--- config.mk ---
export PLATFORM = sky130hd
export DESIGN_NAME = rld_timer16
export DESIGN_NICKNAME = d
export VERILOG_FILES = /design/src/rtl/tmr_pkg.sv /design/src/rtl/tmr_prescaler.sv /design/src/rtl/tmr_counter.sv /design/src/rtl/tmr_regs.sv /design/src/rtl/rld_timer16.sv
export SDC_FILE = /design/constraint.sdc
export NUM_CORES = 1
export LEC_CHECK = 0
export BUFFER_PORTS_ARGS = -buffer_cell sky130_fd_sc_hd__buf_2
export CAP_MARGIN = 40
export CORE_ASPECT_RATIO = 2
export CORE_UTILIZATION = 47
export DETAILED_ROUTE_END_ITERATION = 7
export MAX_ROUTING_LAYER = met4
export PLACE_DENSITY = 0.79
export SYNTH_ARGS = -nofsm -noshare
export SYNTH_HDL_FRONTEND = slang
export SYNTH_SLANG_ARGS = --single-unit
--- constraint.sdc ---
create_clock -name clk -period 1.8 [get_ports clk]
set_input_delay 0.09 -clock clk [delete_from_list [all_inputs] [get_ports clk]]
set_output_delay 0.09 -clock clk [all_outputs]
set_load 0.1 [all_outputs]
--- src/rtl/tmr_pkg.sv ---
package tmr_pkg;
  localparam int CTL_W = 12;

  typedef enum logic [1:0] {
    CLK_DIV_A = 2'd0,
    CLK_DIV_B = 2'd1,
    CLK_DIV_C = 2'd2,
    CLK_NONE  = 2'd3
  } clk_sel_e;

  localparam logic [1:0] ADDR_CTL = 2'd0;
  localparam logic [1:0] ADDR_RLD = 2'd1;
  localparam logic [1:0] ADDR_CNT = 2'd2;

  localparam int B_TRG = 0;
  localparam int B_EN  = 1;
  localparam int B_FLG = 2;
  localparam int B_IE  = 3;
  localparam int B_RLD = 4;
  localparam int B_SEL = 10;
endpackage

--- src/rtl/tmr_prescaler.sv ---
module tmr_prescaler
  import tmr_pkg::*;
#(
  parameter int LOG_A = 1,
  parameter int LOG_B = 3,
  parameter int LOG_C = 5
) (
  input  logic     clk,
  input  logic     rst_n,
  input  logic     clr_i,
  input  logic     run_i,
  input  clk_sel_e sel_i,
  output logic     tick_o
);
  localparam int PW = LOG_C;
  localparam logic [PW-1:0] MASK_A = PW'((1 << LOG_A) - 1);
  localparam logic [PW-1:0] MASK_B = PW'((1 << LOG_B) - 1);
  localparam logic [PW-1:0] MASK_C = PW'((1 << LOG_C) - 1);

  logic [PW-1:0] pre_q, pre_d;
  logic [PW-1:0] mask;
  logic          sel_ok;

  always_comb begin
    sel_ok = 1'b1;
    mask   = MASK_A;
    case (sel_i)
      CLK_DIV_A: mask = MASK_A;
      CLK_DIV_B: mask = MASK_B;
      CLK_DIV_C: mask = MASK_C;
      default:   sel_ok = 1'b0;
    endcase
  end

  always_comb begin
    pre_d = pre_q;
    if (clr_i)      pre_d = '0;
    else if (run_i) pre_d = pre_q + 1'b1;
  end

  always_ff @(posedge clk or negedge rst_n) begin
    if (!rst_n) pre_q <= '0;
    else        pre_q <= pre_d;
  end

  assign tick_o = run_i & ~clr_i & sel_ok & ((pre_q & mask) == mask);


  no_tick_on_dead_sel_chk: assert property (@(posedge clk) disable iff (!rst_n)
    (sel_i == CLK_NONE) |-> !tick_o);

  tick_spacing_chk: assert property (@(posedge clk) disable iff (!rst_n)
    tick_o |=> !tick_o);
endmodule

--- src/rtl/tmr_counter.sv ---
module tmr_counter #(
  parameter int CNT_W = 16
) (
  input  logic             clk,
  input  logic             rst_n,
  input  logic             load_i,
  input  logic             stop_i,
  input  logic             tick_i,
  input  logic             reload_en_i,
  input  logic [CNT_W-1:0] reload_val_i,
  output logic [CNT_W-1:0] cnt_o,
  output logic             running_o,
  output logic             underflow_o
);
  logic [CNT_W-1:0] cnt_q, cnt_d;
  logic             run_q, run_d;
  logic             at_zero;

  assign at_zero     = (cnt_q == '0);
  assign underflow_o = tick_i & at_zero;

  always_comb begin
    cnt_d = cnt_q;
    if (load_i)              cnt_d = reload_val_i;
    else if (underflow_o)    cnt_d = reload_en_i ? reload_val_i : '1;
    else if (tick_i)         cnt_d = cnt_q - 1'b1;
  end

  always_comb begin
    run_d = run_q;
    if (stop_i)                           run_d = 1'b0;
    else if (load_i)                      run_d = 1'b1;
    else if (underflow_o && !reload_en_i) run_d = 1'b0;
  end

  always_ff @(posedge clk or negedge rst_n) begin
    if (!rst_n) begin
      cnt_q <= '0;
      run_q <= 1'b0;
    end else begin
      cnt_q <= cnt_d;
      run_q <= run_d;
    end
  end

  assign cnt_o     = cnt_q;
  assign running_o = run_q;


  reload_on_underflow_chk: assert property (@(posedge clk) disable iff (!rst_n)
    (underflow_o && reload_en_i && !load_i && !stop_i) |=> (cnt_q == $past(reload_val_i)) && run_q);

  oneshot_park_chk: assert property (@(posedge clk) disable iff (!rst_n)
    (underflow_o && !reload_en_i && !load_i) |=> (cnt_q == '1) && !run_q);

  hold_without_tick_chk: assert property (@(posedge clk) disable iff (!rst_n)
    (!tick_i && !load_i) |=> $stable(cnt_q));
endmodule

--- src/rtl/tmr_regs.sv ---
module tmr_regs
  import tmr_pkg::*;
#(
  parameter int CNT_W = 16
) (
  input  logic             clk,
  input  logic             rst_n,
  input  logic [1:0]       addr_i,
  input  logic             wr_i,
  input  logic [15:0]      wdata_i,
  input  logic             underflow_i,
  input  logic [CNT_W-1:0] cnt_i,
  output clk_sel_e         sel_o,
  output logic             reload_en_o,
  output logic             irq_en_o,
  output logic             flag_o,
  output logic             trig_o,
  output logic             stop_o,
  output logic [CNT_W-1:0] reload_o,
  output logic [15:0]      rdata_o
);
  clk_sel_e         sel_q, sel_d;
  logic             rld_q, rld_d;
  logic             ie_q, ie_d;
  logic             en_q, en_d;
  logic             flg_q, flg_d;
  logic [CNT_W-1:0] rv_q, rv_d;
  logic             ctl_wr, cfg_we;
  logic             unused_bits;

  assign ctl_wr      = wr_i && (addr_i == ADDR_CTL);
  assign cfg_we      = ctl_wr && !en_q;
  assign unused_bits = ^{wdata_i[15:12], wdata_i[9:5]};

  always_comb begin
    sel_d = sel_q;
    rld_d = rld_q;
    ie_d  = ie_q;
    en_d  = en_q;
    flg_d = flg_q;
    rv_d  = rv_q;
    if (cfg_we) begin
      sel_d = clk_sel_e'(wdata_i[B_SEL+1:B_SEL]);
      rld_d = wdata_i[B_RLD];
      ie_d  = wdata_i[B_IE];
    end
    if (ctl_wr) en_d = wdata_i[B_EN];
    if (underflow_i)                    flg_d = 1'b1;
    else if (ctl_wr && !wdata_i[B_FLG]) flg_d = 1'b0;
    if (wr_i && (addr_i == ADDR_RLD)) rv_d = wdata_i[CNT_W-1:0];
  end

  always_ff @(posedge clk or negedge rst_n) begin
    if (!rst_n) begin
      sel_q <= CLK_DIV_A;
      rld_q <= 1'b0;
      ie_q  <= 1'b0;
      en_q  <= 1'b0;
      flg_q <= 1'b0;
      rv_q  <= '0;
    end else begin
      sel_q <= sel_d;
      rld_q <= rld_d;
      ie_q  <= ie_d;
      en_q  <= en_d;
      flg_q <= flg_d;
      rv_q  <= rv_d;
    end
  end

  assign trig_o = ctl_wr && wdata_i[B_EN] && wdata_i[B_TRG];
  assign stop_o = ctl_wr && !wdata_i[B_EN];

  always_comb begin
    rdata_o = '0;
    case (addr_i)
      ADDR_CTL: rdata_o = {4'b0, sel_q, 5'b0, rld_q, ie_q, flg_q, en_q, 1'b0};
      ADDR_RLD: rdata_o = 16'(rv_q);
      ADDR_CNT: rdata_o = 16'(cnt_i);
      default:  rdata_o = '0;
    endcase
  end

  assign sel_o       = sel_q;
  assign reload_en_o = rld_q;
  assign irq_en_o    = ie_q;
  assign flag_o      = flg_q;
  assign reload_o    = rv_q;


  cfg_frozen_chk: assert property (@(posedge clk) disable iff (!rst_n)
    en_q |=> ($stable(sel_q) && $stable(rld_q) && $stable(ie_q)));

  flag_source_chk: assert property (@(posedge clk) disable iff (!rst_n)
    $rose(flg_q) |-> $past(underflow_i));

  flag_clear_chk: assert property (@(posedge clk) disable iff (!rst_n)
    (ctl_wr && !wdata_i[B_FLG] && !underflow_i) |=> !flg_q);
endmodule

--- src/rtl/rld_timer16.sv ---
module rld_timer16
  import tmr_pkg::*;
#(
  parameter int CNT_W = 16,
  parameter int LOG_A = 1,
  parameter int LOG_B = 3,
  parameter int LOG_C = 5
) (
  input  logic        clk,
  input  logic        rst_n,
  input  logic [1:0]  bus_addr,
  input  logic        bus_wr,
  input  logic [15:0] bus_wdata,
  output logic [15:0] bus_rdata,
  output logic        irq
);
  logic [1:0]       rst_sync;
  logic             rst_i;
  clk_sel_e         sel;
  logic             reload_en, irq_en, flag, trig, stop;
  logic             tick, running, underflow;
  logic [CNT_W-1:0] reload_val, cnt;

  always_ff @(posedge clk or negedge rst_n) begin
    if (!rst_n) rst_sync <= 2'b00;
    else        rst_sync <= {rst_sync[0], 1'b1};
  end
  assign rst_i = rst_sync[1];

  tmr_regs #(.CNT_W(CNT_W)) regs_i (
    .clk(clk), .rst_n(rst_i), .addr_i(bus_addr), .wr_i(bus_wr),
    .wdata_i(bus_wdata), .underflow_i(underflow), .cnt_i(cnt),
    .sel_o(sel), .reload_en_o(reload_en), .irq_en_o(irq_en),
    .flag_o(flag), .trig_o(trig), .stop_o(stop), .reload_o(reload_val),
    .rdata_o(bus_rdata)
  );

  tmr_prescaler #(.LOG_A(LOG_A), .LOG_B(LOG_B), .LOG_C(LOG_C)) pre_i (
    .clk(clk), .rst_n(rst_i), .clr_i(trig), .run_i(running),
    .sel_i(sel), .tick_o(tick)
  );

  tmr_counter #(.CNT_W(CNT_W)) cnt_i (
    .clk(clk), .rst_n(rst_i), .load_i(trig), .stop_i(stop), .tick_i(tick),
    .reload_en_i(reload_en), .reload_val_i(reload_val), .cnt_o(cnt),
    .running_o(running), .underflow_o(underflow)
  );

  assign irq = flag & irq_en;


  stopped_no_tick_chk: assert property (@(posedge clk) disable iff (!rst_i)
    !running |-> !tick);
endmodule

==> summary.log, run 1 <==
qor: logic_synthesis.synth_largest_area_cell dfrtp_1
qor: finish.syn2layout_area_growth 52.42%
qor: global_routing.first_global_vias 2755
qor: clock_network.clkSlewWorstSetupHoldPaths 80 ps
qor: logic_synthesis.synth_enable_flop_cells 0
qor: logic_synthesis.postSynthRegisterBits 46
qor: die.ioPinCount 38
qor: finish.drive_above_1_share 0.4771
qor: finish.antenna_cells_inserted 0
qor: worst_setup_path.startpoint_type flip-flop
qor: routing.drt_wl_total 9121 µm
qor: clock_network.clk_root_buffer_cell clkbuf_8
qor: placement.post-place-cells 404
qor: global_routing.total_routing_usage_reported_by_global_routing 0.3378
qor: global_routing.grt_max_degree 30
qor: clock_network.worst_skew_pair.late_latency 310 ps
qor: sta.fin_worst_skew 7.041 ps
qor: die.core_area 5373 µm²
qor: worst_setup_path.setup.worst_path.end_class flip-flop
qor: sta.setup_viol 17
qor: power.finalPower 5.037 mW
qor: routing.final_antenna_net_count 0
qor: sta.worst_slew_pin_slew 676.9 ps
qor: logic_synthesis.syn-instance-count 268
qor: power.power.ir.vdd_worst 0.0009594 V
qor: outcome.violated_checks setup timing
qor: logic_synthesis.syn-num-nets 294
qor: sta.achievable-frequency 0.4863 GHz
qor: die.die-area 5876 µm²
qor: logic_synthesis.post_synth_main_area_contributors dfrtp_1 (44%), mux2_2 (7.8%), o21ai_0 (4.0%), nor2_1 (3.9%), nand2_1 (3.7%)
qor: clock_network.cts_made_buffers 5
qor: finish.finalNonFillerCells 431
qor: logic_synthesis.netlist.area_leader.share 0.4408
qor: worst_setup_path.crit_fanout 6
qor: min_path.min_delay_path_class in -> reg
qor: die.standard_cell_row_count 38
qor: routing.drt_pass1_iterations 5
qor: sta.fin_crit_sh 1.142
qor: die.effective_utilization_at_floorplan 0.4860
qor: clock_network.clock_tree.buffer_depth 2
qor: power.power_per_cell_area 1265 nW/µm²
qor: routing.drt_iter0_drc 119
qor: sta.fin_worst_setup_slack -256.3 ps
qor: logic_synthesis.synth_cell_type_count 52
qor: placement.dp_hpwl 5868 µm
qor: power.cellLeakagePower 1.717 nW
qor: die.die_h 107.4 µm
qor: logic_synthesis.synth-seq-area-share 0.4408
qor: sta.report.final.slew_viol_count 0
qor: worst_setup_path.critical_path_arrival 2290 ps
qor: logic_synthesis.synthArstFlopShare 1.000
qor: routing.via_per_inst 6.336
qor: die.chipWidth 54.71 µm
qor: placement.place.gp.congestion 1.034
qor: sta.setup_tns -2898 ps
qor: logic_synthesis.synthesis.area_per_instance 9.743 µm²
qor: logic_synthesis.yosys-top-cells-count dfrtp_1 (46), nor2_1 (27), nand2_1 (26)
qor: logic_synthesis.yosys_warnings 0
qor: clock_network.clock_sinks 46
qor: job.maxCapViolCount 0
qor: sta.timing.slew.headroom 0.5488
qor: sta.layout_min_cycle_time 2056 ps
qor: clock_network.clock_tree_from_tritoncts yes
qor: logic_synthesis.synth.most_common_cell dfrtp_1
qor: global_routing.grt_first_pass_wirelength 13460 µm
qor: routing.route.vias.total 2731
qor: logic_synthesis.mappedNetlistArea 2611 µm²
qor: clock_network.htree_num_levels 2
qor: routing.drc_errors 0
qor: global_routing.grt_antenna_before_repair 0
qor: sta.finalHoldViolCount 0
qor: outcome.run_status finished, violations left
qor: placement.place.port_buffers 37
qor: placement.place_ws -261.8 ps
qor: sta.unrepaired_setup_endpoints_after_global_routing yes
qor: global_routing.global_route.overflow_total 0
qor: routing.avgRoutedWirePerCell 21.16 µm
qor: finish.num-nets-final 396
qor: worst_setup_path.crit_type reg -> reg
qor: logic_synthesis.synth-main-ff-cell dfrtp_1
qor: worst_setup_path.worst_ep_required_time 2030 ps
==> area by class of cell <==
class | instances | area (µm²)
clock buffer | 8 | 90.09
fill | 348 | 1393
inverter | 5 | 18.77
multi-input combinational | 200 | 1582
sequential | 46 | 1154
tap | 60 | 75.07
timing repair buffer | 112 | 1061
==> routing by layer <==
layer,vias up,wire length (µm),part of all wire,global-route usage
li1,1193,-,-,-
met1,1327,2991,0.33,0.3260
met2,144,4856,0.53,0.5327
met3,67,528,0.058,0.07345
met4,0,744,0.082,0.2894
met5,-,0,0,-
==> sequential cells by signal (all words and copies together) (netlist names) <==
register,cells
regs_i.flag_o,1
pre_i.pre_q,5
regs_i.reload_en_o,1
cnt_i.running_o,1
regs_i.sel_o,2
regs_i.irq_en_o,1
regs_i.en_q,1
cnt_i.cnt_o,16
regs_i.reload_o,16
rst_sync,2
==> cells in the final DEF (no fill, tap or decap), types with 3 or more instances in the layout <==
cell | Yosys | layout
o22ai_1 | 5 | 3
nand3_1 | 6 | 4
buf_12 | 0 | 17
a22o_1 | 10 | 10
o22a_1 | 3 | 3
a211oi_2 | 0 | 3
a21oi_1 | 11 | 4
nand3_2 | 1 | 3
nor4_4 | 1 | 3
a21oi_2 | 0 | 5
dfrtp_1 | 46 | 44
nand2_1 | 26 | 24
nor2b_1 | 3 | 3
nor3_1 | 6 | 5
o21ai_1 | 0 | 9
nand4_1 | 3 | 3
buf_6 | 3 | 6
nor2_4 | 0 | 3
clkbuf_8 | 0 | 6
mux2_2 | 18 | 18
nor2_1 | 27 | 22
buf_4 | 0 | 64
buf_2 | 7 | 21
mux2i_1 | 8 | 8
xor2_1 | 3 | 3
ha_1 | 5 | 3
o21ai_0 | 21 | 10
inv_1 | 5 | 4
==> worst paths after layout <==
path                                        startpoint                               to  slack [ps]  depth (start not counted)
setup / recovery           regs_i.sel_o[1]$_DFFE_PN0P_       cnt_i.cnt_o[4]$_DFFE_PN0P_        -260                          8
hold / removal                           bus_wdata[14]  regs_i.reload_o[14]$_DFFE_PN0P_           4                          2
setup reg to reg           regs_i.sel_o[1]$_DFFE_PN0P_       cnt_i.cnt_o[4]$_DFFE_PN0P_        -260                          8
hold reg to reg                  rst_sync[1]$_DFF_PN0_   regs_i.reload_o[8]$_DFFE_PN0P_         310                          0
max in group asynchronous        rst_sync[1]$_DFF_PN0_      cnt_i.cnt_o[11]$_DFFE_PN0P_         960                          1
min in group asynchronous                        rst_n            rst_sync[1]$_DFF_PN0_         100                          2
==> per-stage QoR <==
step | hold slack (ps) | util | instance area, µm²
6_report | 4.183 | 0.7408 | 3980
5_1_grt | 2.863 | 0.7408 | 3980
4_1_cts | 1.015 | 0.7138 | 3835
3_5_place_dp | -123.0 | 0.6537 | 3512
3_3_place_gp | -125.2 | 0.6537 | 3512
2_1_floorplan | -205.6 | - | 2673
==> what timing repair did <==
| item | CTS | global route |
|---|---|---|
| resized for setup | 23 | 28 |
| setup endpoints to repair | 17 | 18 |
| gates cloned | 1 | 0 |
| pin swaps | 15 | 15 |
| hold buffers | 2 | 0 |
| setup buffers | 13 | 3 |
| hold endpoints to repair | 3 | 0 |
==> critical path, cell delays in order (launching register included) <==
cell,delay (ps)
dfrtp_1,400
buf_4,150
ha_4,150
or4_4,560
buf_4,160
buf_6,130
a21oi_4,150
o22ai_2,110
a21oi_2,170
==> kinds of logic after synthesis <==
family,count (synthesis),synth area share
and+or+nand+nor,91,0.1792
adders and majority gates,5,0.02396
DFF,46,0.4408
AOI/OAI and AO/OA,72,0.1859
buffers and inverters,22,0.04360
xor gates and xnor gates,5,0.01677
muxes,26,0.1083
other,1,0.001436
==> power breakdown <==
group	leakage (nW)	internal [mW]	switching, mW
combinational	1.13	1.23	1.54
clock	0.0455	0.314	0.348
sequential	0.537	1.32	0.278
Power figures use the tool's default switching activity.
==> inputs of run 2 (changes only) <==
- CAP_MARGIN: 40 -> 5
- CORE_UTILIZATION: 47 -> 55
- PLACE_DENSITY: 0.79 -> 0.88
- SETUP_SLACK_MARGIN: unset -> 0.15
==> run 2 against run 1 <==
Against the previous run:
- the run still ends with setup timing left
- clock power is 18% higher
- combinational power is 7.6% higher
- global-route usage is 14 points higher
- die area is 14% lower
- critical path depth stayed put
- worst hold slack worse by 3.0 ps
- clock-buffer cell count is 3 lower
- total power is 8.8% higher
- non-clock buffer count is 6 lower
- critical endpoint is now cnt_i.cnt_o[14]$_DFFE_PN0P_
- final cell count is 2.3% lower
- clock skew is 2.0 ps higher
==> summary.log, run 2 (synthesis results as in run 1) <==
qor: sta.unrepaired_setup_endpoints_after_global_routing yes
qor: sta.achievable-frequency 0.4497 GHz
qor: routing.drt_wl_total 11740 µm
qor: clock_network.clock_sinks 46
qor: routing.final_antenna_net_count 0
qor: power.power.share.combinational 0.543
qor: worst_setup_path.startpoint_type flip-flop
qor: worst_setup_path.cpPeakStageDelay 530 ps
qor: outcome.run_status finished, violations left
qor: finish.antenna_cells_inserted 0
qor: placement.place.port_buffers 37
qor: min_path.whs_path_depth 2
qor: global_routing.grt_antenna_before_repair 0
qor: die.effective_utilization_at_floorplan 0.5679
qor: placement.place.gp.congestion 1.050
qor: sta.setup_viol 18
qor: sta.timing.slew.headroom 0.5632
qor: worst_setup_path.critical_path_arrival 2410 ps
qor: die.ioPinCount 38
qor: clock_network.worst_skew_pair.late_latency 310 ps
qor: power.power_per_cell_area 1344 nW/µm²
qor: sta.report.final.slew_viol_count 0
qor: min_path.timing.hold.worst_endpoint regs_i.reload_o[9]$_DFFE_PN0P_
qor: finish.fillerInstances 176
qor: die.die-area 5044 µm²
qor: worst_setup_path.worst_ep_required_time 1990 ps
qor: worst_setup_path.timing.rr.start regs_i.sel_o[0]$_DFFE_PN0P_
qor: clock_network.clkSlewWorstSetupHoldPaths 90 ps
qor: routing.avgRoutedWirePerCell 27.89 µm
qor: routing.drc_errors 0
qor: placement.dp_hpwl 5943 µm
qor: min_path.min_delay_path_class in -> reg
qor: global_routing.grt_first_pass_wirelength 16730 µm
qor: worst_setup_path.crit_path_top_delay_cell or4_4
qor: global_routing.first_global_vias 3060
qor: sta.fin_crit_sh 1.235
qor: global_routing.global_route.overflow_total 0
qor: routing.drt_pass1_iterations 5
qor: sta.fin_worst_skew 9.070 ps
qor: global_routing.grt.met3_usage 0.1254
qor: finish.final_cell_mix buf_4 (52), dfrtp_1 (43), nand2_1 (24)
qor: die.chipWidth 50.72 µm
qor: die.standard_cell_row_count 35
qor: power.power.share.switching 0.4528
qor: routing.via_per_inst 7.183
qor: worst_setup_path.cp_cell_sequence inv_2 > ha_4 > a21oi_2 > or4_4 > buf_4 > or3_4 > o22ai_2 > a21oi_1
qor: outcome.violated_checks setup timing
qor: finish.finalNonFillerCells 421
qor: clock_network.cts_made_buffers 5
qor: min_path.hold_path_startpoint bus_wdata[9]
qor: worst_setup_path.regToRegSetupSlack -420 ps
qor: job.maxCapViolCount 0
qor: sta.finalHoldViolCount 0
qor: worst_setup_path.crit_fanout 3
qor: global_routing.global_route.peak_usage_layer met2
qor: routing.route.vias.total 3024
qor: finish.area_used_by_multi_input_combinational_logic 1689 µm²
qor: sta.layout_min_cycle_time 2224 ps
qor: die.die_h 99.45 µm
qor: finish.drive_above_1_share 0.5082
qor: routing.drt_iter0_drc 271
qor: worst_setup_path.setup.worst_path.end_class flip-flop
qor: sta.worst_slew_pin_slew 655.2 ps
qor: finish.syn2layout_area_growth 56.25%
qor: power.cellLeakagePower 1.751 nW
qor: die.core_area 4598 µm²
qor: clock_network.clk_root_buffer_cell clkbuf_8
qor: power.power_frac_clock 0.142
qor: power.power.ir.vdd_worst 0.001428 V
qor: clock_network.htree_num_levels 2
qor: clock_network.clock_tree_from_tritoncts yes
qor: power.seqPwrFrac 0.314
qor: clock_network.clock_tree.buffer_depth 2
qor: placement.post-place-cells 391
qor: global_routing.global_route.usage.met2 0.7313
qor: finish.area.sequential 1155 µm²
qor: worst_setup_path.cells_on_worst_reg2reg_path 8
qor: finish.num-nets-final 391
qor: finish.layout_commonest_cell buf_4
qor: sta.fin_worst_setup_slack -423.9 ps
qor: global_routing.grtUsageMet1 0.5035
qor: global_routing.total_routing_usage_reported_by_global_routing 0.4761
qor: worst_setup_path.rr_endpoint cnt_i.cnt_o[14]$_DFFE_PN0P_
qor: power.p_int 3.000 mW
qor: power.power.switching 2.482 mW
qor: placement.place_ws -269.1 ps
qor: worst_setup_path.crit_type reg -> reg
qor: global_routing.grt_max_degree 28
run 2: changes by cell type in the layout (fill, tap and decap cells not counted), sizes merged:
cell | before | now
a31oi | 3 | 4
dlygate4sd3 | 2 | 1
clkinv | 0 | 2
bufbuf | 1 | 0
buf | 109 | 105
bufinv | 0 | 1
clkbuf | 8 | 5
run 2: through the flow:
stage / cell area (µm²) / util / hold slack (ps) / total power [mW] / TNS (ps)
after global placement: 3488 / 0.7586 / -125.9 / 3.893 / -1401
after floorplan: 2724 / - / -205.6 / 3.037 / -1650
after global routing: 4080 / 0.8873 / 1.138 / 5.627 / -5614
final: 4080 / 0.8873 / 1.211 / 5.482 / -4784
after detailed placement: 3488 / 0.7586 / -124.2 / 3.977 / -2567
after CTS: 3908 / 0.8498 / 5.528 / 5.033 / -1896
run 2: worst max-delay path, delay by kind of cell, from the launching register on:
kind | cells | cell delay [ps]
compound gates | 3 | 310
fa+ha+maj | 1 | 260
buf+inv | 2 | 230
flops | 1 | 420
simple gates | 2 | 890
run 2: worst max path at each step:
| stage | from | to | slack [ps] | cells after the start |
|---|---|---|---|---|
| 3_3_place_gp | regs_i.sel_o[0]$_DFFE_PN0P_ | cnt_i.cnt_o[3]$_DFFE_PN0P_ | -180 | 8 |
| 6_report | regs_i.sel_o[0]$_DFFE_PN0P_ | cnt_i.cnt_o[14]$_DFFE_PN0P_ | -420 | 8 |
| 5_1_grt | regs_i.sel_o[0]$_DFFE_PN0P_ | cnt_i.cnt_o[14]$_DFFE_PN0P_ | -450 | 8 |
| 2_1_floorplan | bus_addr[0] | bus_rdata[10] | -200 | 6 |
| 3_5_place_dp | regs_i.sel_o[0]$_DFFE_PN0P_ | cnt_i.cnt_o[3]$_DFFE_PN0P_ | -270 | 8 |
| 4_1_cts | regs_i.sel_o[0]$_DFFE_PN0P_ | cnt_i.cnt_o[3]$_DFFE_PN0P_ | -200 | 8 |
run 2: per-layer routing:
| layer | wire length (µm) | up-vias |
|---|---|---|
| met1 | 3617 | 1434 |
| met3 | 1235 | 116 |
| met2 | 5625 | 292 |
| met4 | 1262 | 0 |
| met5 | 0 | - |
| li1 | - | 1182 |
run 2: power groups by stage:
stage | clock, mW | sequential (mW) | combinational [mW]
after floorplan | 0 | 1.62 | 1.41
after global placement | 0 | 1.62 | 2.28
after detailed placement | 0 | 1.64 | 2.34
after CTS | 0.773 | 1.65 | 2.61
after global routing | 0.806 | 1.75 | 3.08
final | 0.781 | 1.72 | 2.98
run 2: cell type report:
type / instances / area share
flip-flops and latches: 46 / 0.2830
multi-input cells: 201 / 0.4140
clock buffers: 5 / 0.01687
well taps: 55 / 0.01687
repair buffers: 106 / 0.2548
clock inverters: 3 / 0.009813
inverters: 5 / 0.004600
run 2: repair_timing:
action,in CTS,in global routing
buffers inserted,12,8
endpoints found under the hold margin,2,0
gates resized for setup,41,18
endpoints found under the setup margin,18,19
cloned,1,0
pin swaps,17,14
hold buffers,1,0
